[src/rtl/eewp_pkg.sv]
`timescale 1ns/1ps
package eewp_pkg;
   localparam int STAT_W = 8;

   typedef enum logic [1:0] {
      PROT_NONE = 2'b00,
      PROT_QTR  = 2'b01,
      PROT_HALF = 2'b10,
      PROT_ALL  = 2'b11
   } prot_lvl_e;

   function automatic logic [STAT_W-1:0] compose_status(
      input logic      busy,
      input prot_lvl_e lvl,
      input logic      wen
   );
      if (busy) return '1;
      return {4'b0000, lvl, wen, 1'b0};
   endfunction
endpackage

[src/rtl/eewp_busy_timer.sv]
`timescale 1ns/1ps
module eewp_busy_timer #(
   parameter int CYCLES = 20
) (
   input  logic clk,
   input  logic rst_n,
   input  logic start_i,
   output logic busy_o,
   output logic done_o
);
   localparam int CW = $clog2(CYCLES + 1);

   logic [CW-1:0] cnt_q;

   always_ff @(posedge clk or negedge rst_n) begin
      if (!rst_n)
         cnt_q <= '0;
      else if (start_i)
         cnt_q <= CW'(CYCLES);
      else if (cnt_q != '0)
         cnt_q <= cnt_q - 1'b1;
   end

   assign busy_o = (cnt_q != '0);
   assign done_o = (cnt_q == CW'(1));
endmodule

[src/rtl/eewp_enable_latch.sv]
`timescale 1ns/1ps
module eewp_enable_latch (
   input  logic clk,
   input  logic rst_n,
   input  logic busy_i,
   input  logic done_i,
   input  logic set_i,
   input  logic clr_i,
   input  logic wp_pin_i,
   output logic wen_o
);
   logic wen_q;

   always_ff @(posedge clk or negedge rst_n) begin
      if (!rst_n)
         wen_q <= 1'b0;
      else if (busy_i) begin
         if (done_i) wen_q <= 1'b0;
      end else if (clr_i)
         wen_q <= 1'b0;
      else if (set_i && wp_pin_i)
         wen_q <= 1'b1;
   end

   assign wen_o = wen_q;
endmodule

[src/rtl/eewp_protect_decode.sv]
`timescale 1ns/1ps
module eewp_protect_decode
   import eewp_pkg::*;
#(
   parameter int ADDR_W = 9
) (
   input  logic [ADDR_W-1:0] addr_i,
   input  prot_lvl_e         lvl_i,
   output logic              guarded_o
);
   localparam int TOP = ADDR_W - 1;

   logic upper_half;
   logic upper_qtr;

   assign upper_half = addr_i[TOP];
   assign upper_qtr  = addr_i[TOP] & addr_i[TOP-1];

   always_comb begin
      unique case (lvl_i)
         PROT_NONE: guarded_o = 1'b0;
         PROT_QTR:  guarded_o = upper_qtr;
         PROT_HALF: guarded_o = upper_half;
         default:   guarded_o = 1'b1;
      endcase
   end
endmodule

[src/rtl/eewp_status_unit.sv]
`timescale 1ns/1ps
module eewp_status_unit
   import eewp_pkg::*;
#(
   parameter int ADDR_W       = 9,
   parameter int WRITE_CYCLES = 20
) (
   input  logic              clk,
   input  logic              rst_n,
   input  logic              wp_pin_i,
   input  logic              en_set_i,
   input  logic              en_clr_i,
   input  logic              stat_wr_i,
   input  logic [7:0]        stat_wdata_i,
   input  logic              mem_wr_i,
   input  logic [ADDR_W-1:0] mem_addr_i,
   output logic              wr_permit_o,
   output logic              wr_start_o,
   output logic              busy_o,
   output logic [7:0]        stat_byte_o
);
   localparam int BP_LSB = 2;
   localparam int BP_MSB = BP_LSB + 1;

   generate
      if (ADDR_W < 2) begin : g_bad_addr_w
         $error("eewp_status_unit: ADDR_W must be at least 2");
      end
      if (WRITE_CYCLES < 1) begin : g_bad_cycles
         $error("eewp_status_unit: WRITE_CYCLES must be at least 1");
      end
   endgenerate

   logic      busy;
   logic      done;
   logic      wen;
   logic      guarded;
   logic      take_mem;
   logic      take_stat;
   prot_lvl_e lvl_q;

   eewp_protect_decode #(.ADDR_W(ADDR_W)) u_decode (
      .addr_i    (mem_addr_i),
      .lvl_i     (lvl_q),
      .guarded_o (guarded)
   );

   assign take_mem  = mem_wr_i & wen & ~busy & ~guarded;
   assign take_stat = stat_wr_i & ~mem_wr_i & wen & ~busy;

   eewp_busy_timer #(.CYCLES(WRITE_CYCLES)) u_timer (
      .clk     (clk),
      .rst_n   (rst_n),
      .start_i (take_mem | take_stat),
      .busy_o  (busy),
      .done_o  (done)
   );

   eewp_enable_latch u_latch (
      .clk      (clk),
      .rst_n    (rst_n),
      .busy_i   (busy),
      .done_i   (done),
      .set_i    (en_set_i),
      .clr_i    (en_clr_i),
      .wp_pin_i (wp_pin_i),
      .wen_o    (wen)
   );

   always_ff @(posedge clk or negedge rst_n) begin
      if (!rst_n)
         lvl_q <= PROT_NONE;
      else if (take_stat)
         lvl_q <= prot_lvl_e'(stat_wdata_i[BP_MSB:BP_LSB]);
   end

   assign wr_permit_o = take_mem;
   assign wr_start_o  = take_mem | take_stat;
   assign busy_o      = busy;
   assign stat_byte_o = compose_status(busy, lvl_q, wen);
endmodule

[config.mk]
export PLATFORM = sky130hd
export DESIGN_NAME = eewp_status_unit
export DESIGN_NICKNAME = d
export VERILOG_FILES = /design/src/rtl/eewp_pkg.sv /design/src/rtl/eewp_busy_timer.sv /design/src/rtl/eewp_enable_latch.sv /design/src/rtl/eewp_protect_decode.sv /design/src/rtl/eewp_status_unit.sv
export SDC_FILE = /design/constraint.sdc
export NUM_CORES = 1
export LEC_CHECK = 0
export ABC_AREA = 1
export BUFFER_PORTS_ARGS = -buffer_cell sky130_fd_sc_hd__buf_4
export CAP_MARGIN = 15
export CORE_MARGIN = 2
export CORE_UTILIZATION = 37
export DETAILED_ROUTE_END_ITERATION = 7
export GPL_TIMING_DRIVEN = 1
export PLACE_DENSITY = 0.69
export SYNTH_ARGS = -nofsm -noshare
export SYNTH_HDL_FRONTEND = slang
export SYNTH_SLANG_ARGS = --single-unit
export TNS_END_PERCENT = 10
[constraint.sdc]
create_clock -name clk -period 1.7 [get_ports clk]
set_input_delay 0.255 -clock clk [delete_from_list [all_inputs] [get_ports clk]]
set_output_delay 0.255 -clock clk [all_outputs]
set_load 0.02 [all_outputs]
======== Word-level counts from Yosys, hierarchy flattened ========
Index checks and enable logic that the tools add are counted.
storage, ports and cells
  bits in registers ....................... 8
  output and inout port bits .............. 11
cells by class
  add/sub/neg operators ................... 1
  equality and inequality tests ........... 4
  multiplexer cells ....................... 10
  bitwise logic cells ..................... 11
  reduce and logical (&&, ||, !) cells .... 6
operators by type and width
  operator                                           number
  two-way mux 8 bit                                  2
  two-way mux 5 bit                                  2
  AND 1 bit                                          7
  == test 5 x 1 -> 1 bit (second input constant)     1
  two-way mux 1 bit                                  5
  nonzero test 5 bit                                 1
  subtractor 5 x 1 -> 5 bit (second input constant)  1
  inverter 1 bit                                     3
  one-hot mux 1 bit (3 select lines)                 1
  nonzero test 3 bit                                 1
  == test 2 x 1 -> 1 bit (second input constant)     1
  == test 2 bit (second input constant)              1
  logical NOT 2 bit                                  1
  != test 2 x 1 -> 1 bit (second input constant)     1
  AND reduction 2 bit                                1
  nonzero test 2 bit                                 1
  logical AND 1 bit                                  1
  OR 1 bit                                           1

======== Logic depth before layout (Yosys ltp) ========
Gate-level depths: netlist (run 1).
  depth after elaboration ................. 6
  mapped depth ............................ 9
  gate-level depth less buffers ........... 9

======== Modules after synthesis ========
A second synthesis (run 1) with hierarchy kept.
unflattened totals
  cell total of the unflattened synthesis .. 72
  area, all modules ....................... 541.8 µm²
by module, submodules not included
  module               instances  cells each  area each (µm²)
  eewp_busy_timer      1          37          295.3
  eewp_status_unit     1          24          177.7
  eewp_enable_latch    1          8           55.1
  eewp_protect_decode  1          3           13.8

======== Worst setup path after synthesis (run 1) ========
Ideal clock, no wire load.
  path type ............................... reg2out
  start point ............................. reg u_timer.cnt_q[0]
  end point ............................... out wr_permit_o
  data arrival time ....................... 1.309 ns
  required time ........................... 1.445 ns
  setup slack ............................. 0.136 ns
  cell stages (with the launch flop) ...... 9
  cells stage by stage .................... dfrtp_1 > inv_1 > ha_1 > inv_1 > nor2_2 > nand2_4 > nor2_2 > nand2_2 > inv_1
between the ends
  word-level cells in the longest chain between the ends .. 4
ends and longest elaborated chain
  element                   line                    text
  start: declaration        eewp_busy_timer.sv:13   logic [CW-1:0] cnt_q;
  start signal: assignment  eewp_busy_timer.sv:19   cnt_q <= CW'(CYCLES);
  start signal: assignment  eewp_busy_timer.sv:21   cnt_q <= cnt_q - 1'b1;
  nonzero test 5 bit        eewp_busy_timer.sv:24   assign busy_o = (cnt_q != '0);
  via busy_o                eewp_status_unit.sv:19  output logic busy_o,
  inverter 1 bit            eewp_status_unit.sv:48  assign take_mem = mem_wr_i & wen & ~busy & ~guarded;
  AND 1 bit (2 in a row)    eewp_status_unit.sv:48
  end: declaration          eewp_status_unit.sv:17  output logic wr_permit_o,
The timed path passes the listed nets, and every way through them passes these cells.

======== Final worst setup path (run 1) ========
  start point ............................. reg u_timer.cnt_q[1]
  end point ............................... out wr_start_o
between the ends
  word-level cells in the longest chain between the ends .. 5
  elaborated cells between the ends (all ways) .. 6
ends and longest elaborated chain
  element                 line                                            text
  nonzero test 5 bit *    eewp_busy_timer.sv:24
  inverter 1 bit *        eewp_status_unit.sv:48, eewp_status_unit.sv:49
  AND 1 bit (2 in a row)  eewp_status_unit.sv:48
  OR 1 bit *              eewp_status_unit.sv:78                          assign wr_start_o = take_mem | take_stat;
  end: declaration        eewp_status_unit.sv:18                          output logic wr_start_o,
Mark *: on every way between the ends. The rest lies on a longest branch, timed or not.

==> results of run 1 <==
## cell type report
class                      count  share of cell area (%)
multi-input combinational     50                    37.4
timing repair buffer          35                    29.8
sequential                     8                    21.9
inverter                      15                    6.28
clock buffer                   3                    2.46
tap                           16                    2.19
## report_power, final
group | leakage, nW | internal (mW) | switching, mW
sequential | 0.101 | 0.277 | 0.0921
combinational | 0.370 | 0.462 | 0.529
clock | 0.0138 | 0.0811 | 0.0698
total | 0.485 | 0.820 | 0.691
## worst max-delay path, cell delays in order, from the launching register on
cell,delay [ns]
dfrtp_1,0.39
inv_2,0.09
ha_4,0.15
inv_2,0.04
nor2_4,0.10
nand2_4,0.07
nor2_4,0.09
nand2_4,0.07
nand2_4,0.07
buf_6,0.11
## metrics by stage
stage          util [%]  setup TNS, ns  instances  area (sq um)  total power, mW
5_1_grt            60.1         -0.477        127           916             1.64
2_1_floorplan         -              0         78           611            0.952
6_report           60.1              0        127           916             1.51
3_3_place_gp       51.2              0        114           781             1.13
3_5_place_dp       51.2              0        114           781             1.16
4_1_cts            58.8        -0.0343        125           896             1.46
## logic make-up (layout without fill, tap and decap cells)
kind of cell | after synthesis | in the layout | synth area share (%)
compound gates | 5 | 5 | 4.71
buf+inv | 20 | 53 | 15.6
flops | 8 | 8 | 32.8
xor+xnor | 2 | 2 | 2.87
simple gates | 40 | 40 | 37.9
fa+ha+maj | 3 | 3 | 6.15
## what timing repair did
| item | 4_1_cts | 5_1_grt |
|---|---|---|
| endpoints found under the setup margin | 11 | 9 |
| hold buffers | 1 | 0 |
| pin swaps | 4 | 5 |
| gates resized for setup | 9 | 2 |
| buffers inserted | 7 | 2 |
| endpoints found under the hold margin | 8 | 0 |
## worst max-delay path by stage
stage,from,endpoint,slack (ns),depth (start not counted)
floorplan,u_timer.cnt_q[0]$_DFFE_PN0P_,wr_permit_o,0.14,8
global placement,u_timer.cnt_q[1]$_DFFE_PN0P_,wr_start_o,0.10,9
detailed placement,u_timer.cnt_q[1]$_DFFE_PN0P_,wr_start_o,0.09,9
CTS,u_timer.cnt_q[1]$_DFFE_PN0P_,wr_start_o,-0.02,9
global route,u_timer.cnt_q[1]$_DFFE_PN0P_,wr_start_o,-0.08,9
finish,u_timer.cnt_q[1]$_DFFE_PN0P_,wr_start_o,0.02,9
## metal layers
| layer | vias to the layer above | wire length, um |
|---|---|---|
| li1 | 299 | - |
| met1 | 265 | 531 |
| met2 | 18 | 829 |
| met3 | 2 | 92 |
| met4 | 0 | 8 |
| met5 | - | 0 |
## sequential cells by signal (all words and copies together), names as in the netlist
signal	flops
u_timer.cnt_q	5
u_latch.wen_o	1
lvl_q	2
## cells in the mapped netlist (all sizes together)
library cell  count  area, sq um
clkinv            1         5.00
inv              14         52.6
a21oi             1         5.00
nand3             6         42.5
nand2            20         97.6
ha                3         37.5
nand3b            1         7.51
nor3              1         5.00
buf               5         37.5
xor2              2         17.5
nor2             12         78.8
o21ai             4         23.8
dfrtp             8          200
==> results_dict.tcl, run 1 <==
set metrics [dict create \
    status "finished clean" \
    final.setup.worst_slack_ns 0.0161 \
    min_to "u_latch.wen_o$_DFFE_PN0P_" \
    cts_made_buffers 3 \
    max_freq_ghz 0.594 \
    grt_max_degree 11 \
    layout-drive-gt1-share_pct 50.5 \
    gr-usage-met1_pct 16.8 \
    use_met2_pct 31.0 \
    leakagePower_nw 0.485 \
    setup_viol_count_final 0 \
    fin_crit_ns 1.68 \
    antenna_found_initial 0 \
    fin_hold_ws_ns 0.244 \
    vias 584 \
    worstReg2RegEnd "u_timer.cnt_q[0]$_DFFE_PN0P_" \
    firstDrtPassIters 4 \
    layout_commonest_cell "buf_4" \
    avgSynthCellArea_sq_um 7.83 \
    endpoint_kind "output pin" \
    routed_wl_um 1460 \
    post-place-ws_ns 0.0945 \
    track_usage_pct 16.7 \
    cts_tree "built" \
    seqCellArea_sq_um 200 \
    route.detailed.drc 0 \
    coreArea_sq_um 1520 \
    peakVddDrop_uv 932 \
    min_path_type "in2reg" \
    syn_inst 78 \
    maxSlewHeadroom_pct 85.7 \
    clock_latency_ns 0.26 \
    grt-ovfl-total 0 \
    final_cell_mix "buf_4 (32), nand2_1 (15), inv_1 (10), dfrtp_1 (8), nor2_1 (6)" \
    cts_buffer_depth 2 \
    required_ns 1.44 \
    grt_pass1_wl_um 2290 \
    path_max_fanout 3 \
    die_h_um 44.6 \
    netlist_area_sq_um 611 \
    hold_start "en_clr_i" \
    clkTransAtPathRegs_ns 0.06 \
    clock-sinks 8 \
    place_congestion 0.796 \
    finalCritPeriodShare_pct 99.1 \
    die_w_um 44.6 \
    nNetsFinal 140 \
    rsz0062_at_grt "yes" \
    die-area_sq_um 1990 \
    vias_per_cell 4.60 \
    crit_arrival_ns 1.43 \
    ios 35 \
    yosysWarnings 0 \
    drt-initial-drc-count 5 \
    synth_fp_nets 105 \
    busiest_layer "met2" \
    r2r_cells 8 \
    drv_cap 0 \
    rows 14 \
    tightest_slew_ns 0.212 \
    hpwl_um 1010 \
    cts-root-buf "clkbuf_4" \
    crit_type "reg2out" \
    htreeDepth 1 \
    initial_core_util_pct 40.1 \
    synth-seq-area-share_pct 32.8 \
    power_density_nw_per_um2 1650 \
    hold_viol_final 0 \
    r2r_slack_ns 0.35 \
    min_path_cells 4 \
    n_antenna_cell 0 \
    post_drt_wl_per_cell_um 11.5 \
    first_global_vias 535 \
    r2r_start "u_timer.cnt_q[1]$_DFFE_PN0P_" \
    nFillCells 142 \
    yosysUniqueCellTypes 21 \
    ys_ff_latch 8 \
    postRouteAntennaNets 0 \
    area_delta_synth_final_pct 50.0 \
    multi_input_area_sq_um 343 \
    grtUsageMet3_pct 7.35 \
    io_buffer_count 21 \
    critPathLaunchType "flop" \
    drv_slew 0 \
    finClkSkew_ns 0.0140 \
]
Power figures use the tool's default switching activity.
==> inputs of run 2 (changes only) <==
--- a/config.mk
+++ b/config.mk
@@ -5,14 +5,14 @@
 export SDC_FILE = /design/constraint.sdc
 export NUM_CORES = 1
 export LEC_CHECK = 0
-export ABC_AREA = 1
+export ABC_AREA = 0
 export BUFFER_PORTS_ARGS = -buffer_cell sky130_fd_sc_hd__buf_4
 export CAP_MARGIN = 15
 export CORE_MARGIN = 2
 export CORE_UTILIZATION = 37
 export DETAILED_ROUTE_END_ITERATION = 7
 export GPL_TIMING_DRIVEN = 1
-export PLACE_DENSITY = 0.69
+export PLACE_DENSITY = 0.71
 export SYNTH_ARGS = -nofsm -noshare
 export SYNTH_HDL_FRONTEND = slang
 export SYNTH_SLANG_ARGS = --single-unit
==> run 2 against run 1 <==
Net effect: the run now ends with setup timing left; sequential share of layout area grew 2.4 points; die area shrank 8.4%; combinational power shrank 19%; area after synthesis shrank 9.2%; clock-buffer cell count is the same; clock power shrank 9%; largest power group unchanged.
==> results_dict.tcl, run 2 <==
set metrics [dict create \
    status "finished with violations" \
    failed_checks "setup timing" \
    fin_hold_ws_ns 0.213 \
    track_usage_pct 12.8 \
    required_ns 1.44 \
    clock_latency_ns 0.25 \
    layout_commonest_cell "buf_4" \
    r2r_cells 6 \
    clkTransAtPathRegs_ns 0.05 \
    die_h_um 42.7 \
    n_antenna_cell 0 \
    r2r_slack_ns 0.10 \
    synth_edf_count 0 \
    largest_reg_flops 5 \
    finClkSkew_ns 0.00146 \
    ys_top_cells_by_count "dfrtp_1 (8), buf_4 (6), nor2_1 (6)" \
    async_reset_ff_share_pct 100 \
    rsz0062_at_grt "yes" \
    layout-drive-gt1-share_pct 46.5 \
    first_global_vias 432 \
    ys.flop_type "dfrtp_1" \
    power_density_nw_per_um2 1580 \
    ios 35 \
    finalCritPeriodShare_pct 108 \
    postRouteAntennaNets 0 \
    ys_ff_latch 8 \
    die_w_um 42.7 \
    min_to "u_latch.wen_o$_DFFE_PN0P_" \
    path_max_fanout 6 \
    antenna_found_initial 0 \
    die-area_sq_um 1820 \
    crit_type "reg2out" \
    yosysUniqueCellTypes 27 \
    leakagePower_nw 0.398 \
    min_path_type "in2reg" \
    htreeDepth 1 \
    hpwl_um 884 \
    post_drt_wl_per_cell_um 11.2 \
    synth_top_area_share_pct 36.1 \
    final_cell_mix "buf_4 (28), dfrtp_1 (8), nor2_1 (5)" \
    cts-root-buf "clkbuf_4" \
    critical_path.top_delay_family "simple AND/OR/NAND/NOR gates" \
    io_buffer_count 21 \
    clock-sinks 8 \
    place_congestion 0.731 \
    rows 13 \
    vias 511 \
    tightest_slew_ns 0.594 \
    yosysWarnings 0 \
    firstDrtPassIters 4 \
    hold_start "en_clr_i" \
    maxSlewHeadroom_pct 60.3 \
    area_delta_synth_final_pct 48.8 \
    final.setup.worst_slack_ns -0.143 \
    avgSynthCellArea_sq_um 9.72 \
    peakVddDrop_uv 903 \
    endpoint_kind "output pin" \
    route.detailed.drc 0 \
    power_mw 1.31 \
    drt-initial-drc-count 13 \
    critPathLaunchType "flop" \
    postLayoutCoreUtil_pct 61.1 \
    netlist_area_sq_um 554 \
    fin_crit_ns 1.84 \
    initial_core_util_pct 41.1 \
    synth_fp_nets 84 \
    crit_arrival_ns 1.59 \
    worstReg2RegEnd "lvl_q[0]$_DFFE_PN0P_" \
    min_path_cells 2 \
    hold_viol_final 0 \
    critical-path-max-stage-delay_ns 0.38 \
    drv_slew 0 \
    worst-path-buf-inv 3 \
    grt_pass1_wl_um 1770 \
    fin_setup_tns_ns -0.703 \
    cp_slowest_cell "dfrtp_1" \
    post-place-ws_ns 0.0361 \
    setup_viol_count_final 10 \
    r2r_start "u_timer.cnt_q[1]$_DFFE_PN0P_" \
    synthTopCellsByArea "dfrtp_1 (36%), buf_4 (8.1%), ha_1 (6.8%)" \
    synth-seq-area-share_pct 36.1 \
    vias_per_cell 5.06 \
    cts_made_buffers 3 \
    routed_wl_um 1130 \
    cts_buffer_depth 2 \
    nNetsFinal 115 \
    cts_tree "built" \
    drv_cap 0 \
    grt-ovfl-total 0 \
    grt_max_degree 9 \
    syn_inst 57 \
    max_freq_ghz 0.543 \
    regMostFlops "u_timer.cnt_q" \
    synth_area_leader_cell "dfrtp_1" \
    path_cells "inv_2, ha_4, nor4b_4, buf_4, or2b_1, buf_6" \
    synth_most_common_cell "dfrtp_1" \
    coreArea_sq_um 1350 \
]
[run 2: worst reg2reg max path, stage by stage (launching register included)]
cell and delay (ns):
dfrtp_1 0.38, inv_2 0.08, ha_4 0.13, nor4b_4 0.20
buf_4 0.18, nand4b_1 0.17, mux2_1 0.34
[run 2: kinds of logic (layout without fill, tap and decap cells)]
logic type	after synthesis	in the layout	synth area share, %
AOI/OAI and AO/OA	11	11	13.5
xor gates and xnor gates	1	1	1.58
adders and majority gates	3	3	6.77
buffers and inverters	9	38	10.2
DFF	8	8	36.1
muxes	2	2	4.06
and+or+nand+nor	23	23	27.8
[run 2: metrics by stage]
stage | cell area (sq um) | instances
3_5_place_dp | 746 | 94
5_1_grt | 825 | 101
2_1_floorplan | 562 | 57
4_1_cts | 813 | 100
3_3_place_gp | 746 | 94
6_report | 825 | 101
[run 2: worst max-delay path by stage]
stage,from,end,cells after the start
3_5_place_dp,u_timer.cnt_q[1]$_DFFE_PN0P_,lvl_q[0]$_DFFE_PN0P_,6
6_report,u_timer.cnt_q[1]$_DFFE_PN0P_,stat_byte_o[3],6
4_1_cts,u_timer.cnt_q[1]$_DFFE_PN0P_,stat_byte_o[3],6
3_3_place_gp,u_timer.cnt_q[1]$_DFFE_PN0P_,lvl_q[0]$_DFFE_PN0P_,6
2_1_floorplan,u_timer.cnt_q[0]$_DFFE_PN0P_,stat_byte_o[0],6
5_1_grt,u_timer.cnt_q[0]$_DFFE_PN0P_,stat_byte_o[3],6
[run 2: area by class of cell]
cell class              instances  area (sq um)
multi-input cells              40           318
well taps                      15          18.8
repair buffers                 32           254
fillers                       117           526
inverters                       3          11.3
clock buffers                   3          22.5
flip-flops and latches          8           200
[run 2: report_power, final]
part	leakage (nW)	switching [mW]	internal, mW
registers	0.101	0.0880	0.273
clock network	0.0138	0.0580	0.0803
logic	0.283	0.371	0.436
[run 2: routing by layer]
metal / share of wire (%) / routed length (um) / vias to the layer above / GRT usage, %
met5: 0 / 0 / - / 0
met4: 0 / 0 / 0 / 9.38
met3: 4.8 / 54 / 0 / 0.426
met2: 49 / 554 / 18 / 19.1
met1: 46 / 522 / 235 / 17.6
li1: - / - / 258 / -
[run 2: what timing repair did]
item / CTS / global route
endpoints found under the setup margin: 11 / 12
pin swaps: 2 / 0
hold buffers: 1 / 0
gates resized for setup: 6 / 1
endpoints found under the hold margin: 8 / 0
setup buffers: 2 / 1
==> inputs of run 3 (changes only) <==
--- a/config.mk
+++ b/config.mk
@@ -12,7 +12,7 @@
 export CORE_UTILIZATION = 37
 export DETAILED_ROUTE_END_ITERATION = 7
 export GPL_TIMING_DRIVEN = 1
-export PLACE_DENSITY = 0.71
+export PLACE_DENSITY = 0.69
 export SYNTH_ARGS = -nofsm -noshare
 export SYNTH_HDL_FRONTEND = slang
 export SYNTH_SLANG_ARGS = --single-unit
==> run 3 against run 2 <==
Net effect: the flow still finishes with violations (setup timing); register-to-register slack got worse by 0.08 ns; non-clock buffer count rose by 6; die area did not move; global-route usage grew 3.8 points; worst setup slack worse by 0.082 ns; via count is 3.5% higher; utilization grew 3.1 points; flip-flop and latch count unchanged; total power increased by 7.2%; critical endpoint unchanged; largest cell class unchanged; highest routed layer is now met4.
==> results_dict.tcl, run 3 (same netlist as run 2, synthesis figures left out) <==
set metrics [dict create \
    rows 13 \
    die_h_um 42.7 \
    grt_max_degree 9 \
    fin_crit_ns 1.92 \
    largest_reg_flops 5 \
    peakVddDrop_uv 945 \
    cts-root-buf "clkbuf_4" \
    antenna_found_initial 0 \
    die_w_um 42.7 \
    post-place-ws_ns -0.0714 \
    hold_viol_final 0 \
    critical-path-max-stage-delay_ns 0.38 \
    post_drt_wl_per_cell_um 12.0 \
    clock-sinks 8 \
    path_cells "inv_2, ha_4, nor4b_4, buf_4, or2b_1, buf_6" \
    finClkSkew_ns 0.00301 \
    maxSlewHeadroom_pct 80.3 \
    place_congestion 0.764 \
    rsz0062_at_grt "yes" \
    required_ns 1.44 \
    r2r_slack_ns 0.02 \
    htreeDepth 1 \
    failed_checks "setup timing" \
    max_freq_ghz 0.520 \
    coreArea_sq_um 1350 \
    leakagePower_nw 0.425 \
    critPathLaunchType "flop" \
    area_delta_synth_final_pct 56.2 \
    endpoint_kind "output pin" \
    initial_core_util_pct 41.1 \
    routed_wl_um 1280 \
    cts_tree "built" \
    route.detailed.drc 0 \
    status "finished with violations" \
    gr-usage-met1_pct 21.1 \
    vias_per_cell 4.94 \
    grtUsageMet3_pct 4.68 \
    tightest_slew_ns 0.294 \
    final.setup.worst_slack_ns -0.225 \
    grt-ovfl-total 0 \
    nFillCells 114 \
    crit_arrival_ns 1.67 \
    cts_made_buffers 3 \
    layout-drive-gt1-share_pct 50.0 \
    final_cell_mix "buf_4 (35), dfrtp_1 (8), nor2_1 (5), nand3_1 (3), clkbuf_4 (3)" \
    track_usage_pct 16.7 \
    power_density_nw_per_um2 1620 \
    cts_buffer_depth 2 \
    io_buffer_count 21 \
    regMostFlops "u_timer.cnt_q" \
    cp_slowest_cell "dfrtp_1" \
    clkTransAtPathRegs_ns 0.06 \
    grt_pass1_wl_um 2210 \
    min_path_type "in2reg" \
    firstDrtPassIters 2 \
    clock_latency_ns 0.25 \
    drv_slew 0 \
    drv_cap 0 \
    drt-initial-drc-count 4 \
    n_antenna_cell 0 \
    vias 529 \
    use_met2_pct 25.2 \
    first_global_vias 508 \
    die-area_sq_um 1820 \
    ios 35 \
    layout_commonest_cell "buf_4" \
    postRouteAntennaNets 0 \
    setup_viol_count_final 11 \
    busiest_layer "met2" \
    nNetsFinal 121 \
    crit_type "reg2out" \
    postLayoutCoreUtil_pct 64.1 \
    path_max_fanout 3 \
    finalCritPeriodShare_pct 113 \
]
run 3: path summary, 6_finish.rpt:
| check | from | end | cells past startpoint |
|---|---|---|---|
| worst max register to register | u_timer.cnt_q[1]$_DFFE_PN0P_ | lvl_q[0]$_DFFE_PN0P_ | 6 |
| min in group asynchronous | rst_n | u_timer.cnt_q[3]$_DFFE_PN0P_ | 2 |
| worst min register to register | lvl_q[1]$_DFFE_PN0P_ | lvl_q[1]$_DFFE_PN0P_ | 1 |
| worst max-delay path | u_timer.cnt_q[1]$_DFFE_PN0P_ | stat_byte_o[3] | 6 |
| max in group asynchronous | rst_n | lvl_q[1]$_DFFE_PN0P_ | 2 |
| worst min-delay path | en_clr_i | u_latch.wen_o$_DFFE_PN0P_ | 2 |
run 3: layout make-up:
cell class                 instances  area, sq um  share of cell area, %
clock buffer                       3         22.5                   2.60
inverter                           3         11.3                   1.30
multi-input combinational         40          318                   36.7
sequential                         8          200                   23.1
tap                               15         18.8                   2.17
timing repair buffer              38          295                   34.1
run 3: power breakdown:
part | switching [mW] | internal (mW) | leakage (nW) | total, mW
clock | 0.0663 | 0.0809 | 0.0138 | 0.147
sequential | 0.0733 | 0.273 | 0.101 | 0.347
combinational | 0.405 | 0.502 | 0.311 | 0.907
total | 0.545 | 0.856 | 0.425 | 1.40
run 3: per-layer routing:
| metal | part of all wire, % | up-vias |
|---|---|---|
| met2 | 50 | 15 |
| met4 | 1.5 | 0 |
| met5 | 0 | - |
| met1 | 43 | 237 |
| li1 | - | 275 |
| met3 | 5.7 | 2 |
run 3: through the flow:
stage | instance area, sq um | instances | power, mW | TNS [ns] | hold slack, ns
floorplan | 562 | 57 | 0.839 | -0.0862 | -0.0406
global placement | 776 | 98 | 1.11 | -0.153 | 0.0801
detailed placement | 776 | 98 | 1.14 | -0.284 | 0.0815
CTS | 858 | 106 | 1.40 | -1.48 | 0.179
global route | 866 | 107 | 1.53 | -2.54 | 0.184
finish | 866 | 107 | 1.40 | -1.31 | 0.186
run 3: worst max-delay path: cells and delay by family, from the launching register on:
kind / cells / cell delay (ns)
buffers and inverters: 3 / 0.40
adder cells (fa/ha/maj): 1 / 0.13
flip-flops: 1 / 0.38
AND/OR/NAND/NOR: 2 / 0.50
run 3: timing repair:
item | CTS | global route
setup buffers | 4 | 1
gates resized for setup | 6 | 0
pin swaps | 2 | 0
setup endpoints to repair | 13 | 13
hold endpoints to repair | 8 | 0
hold buffers | 1 | 0
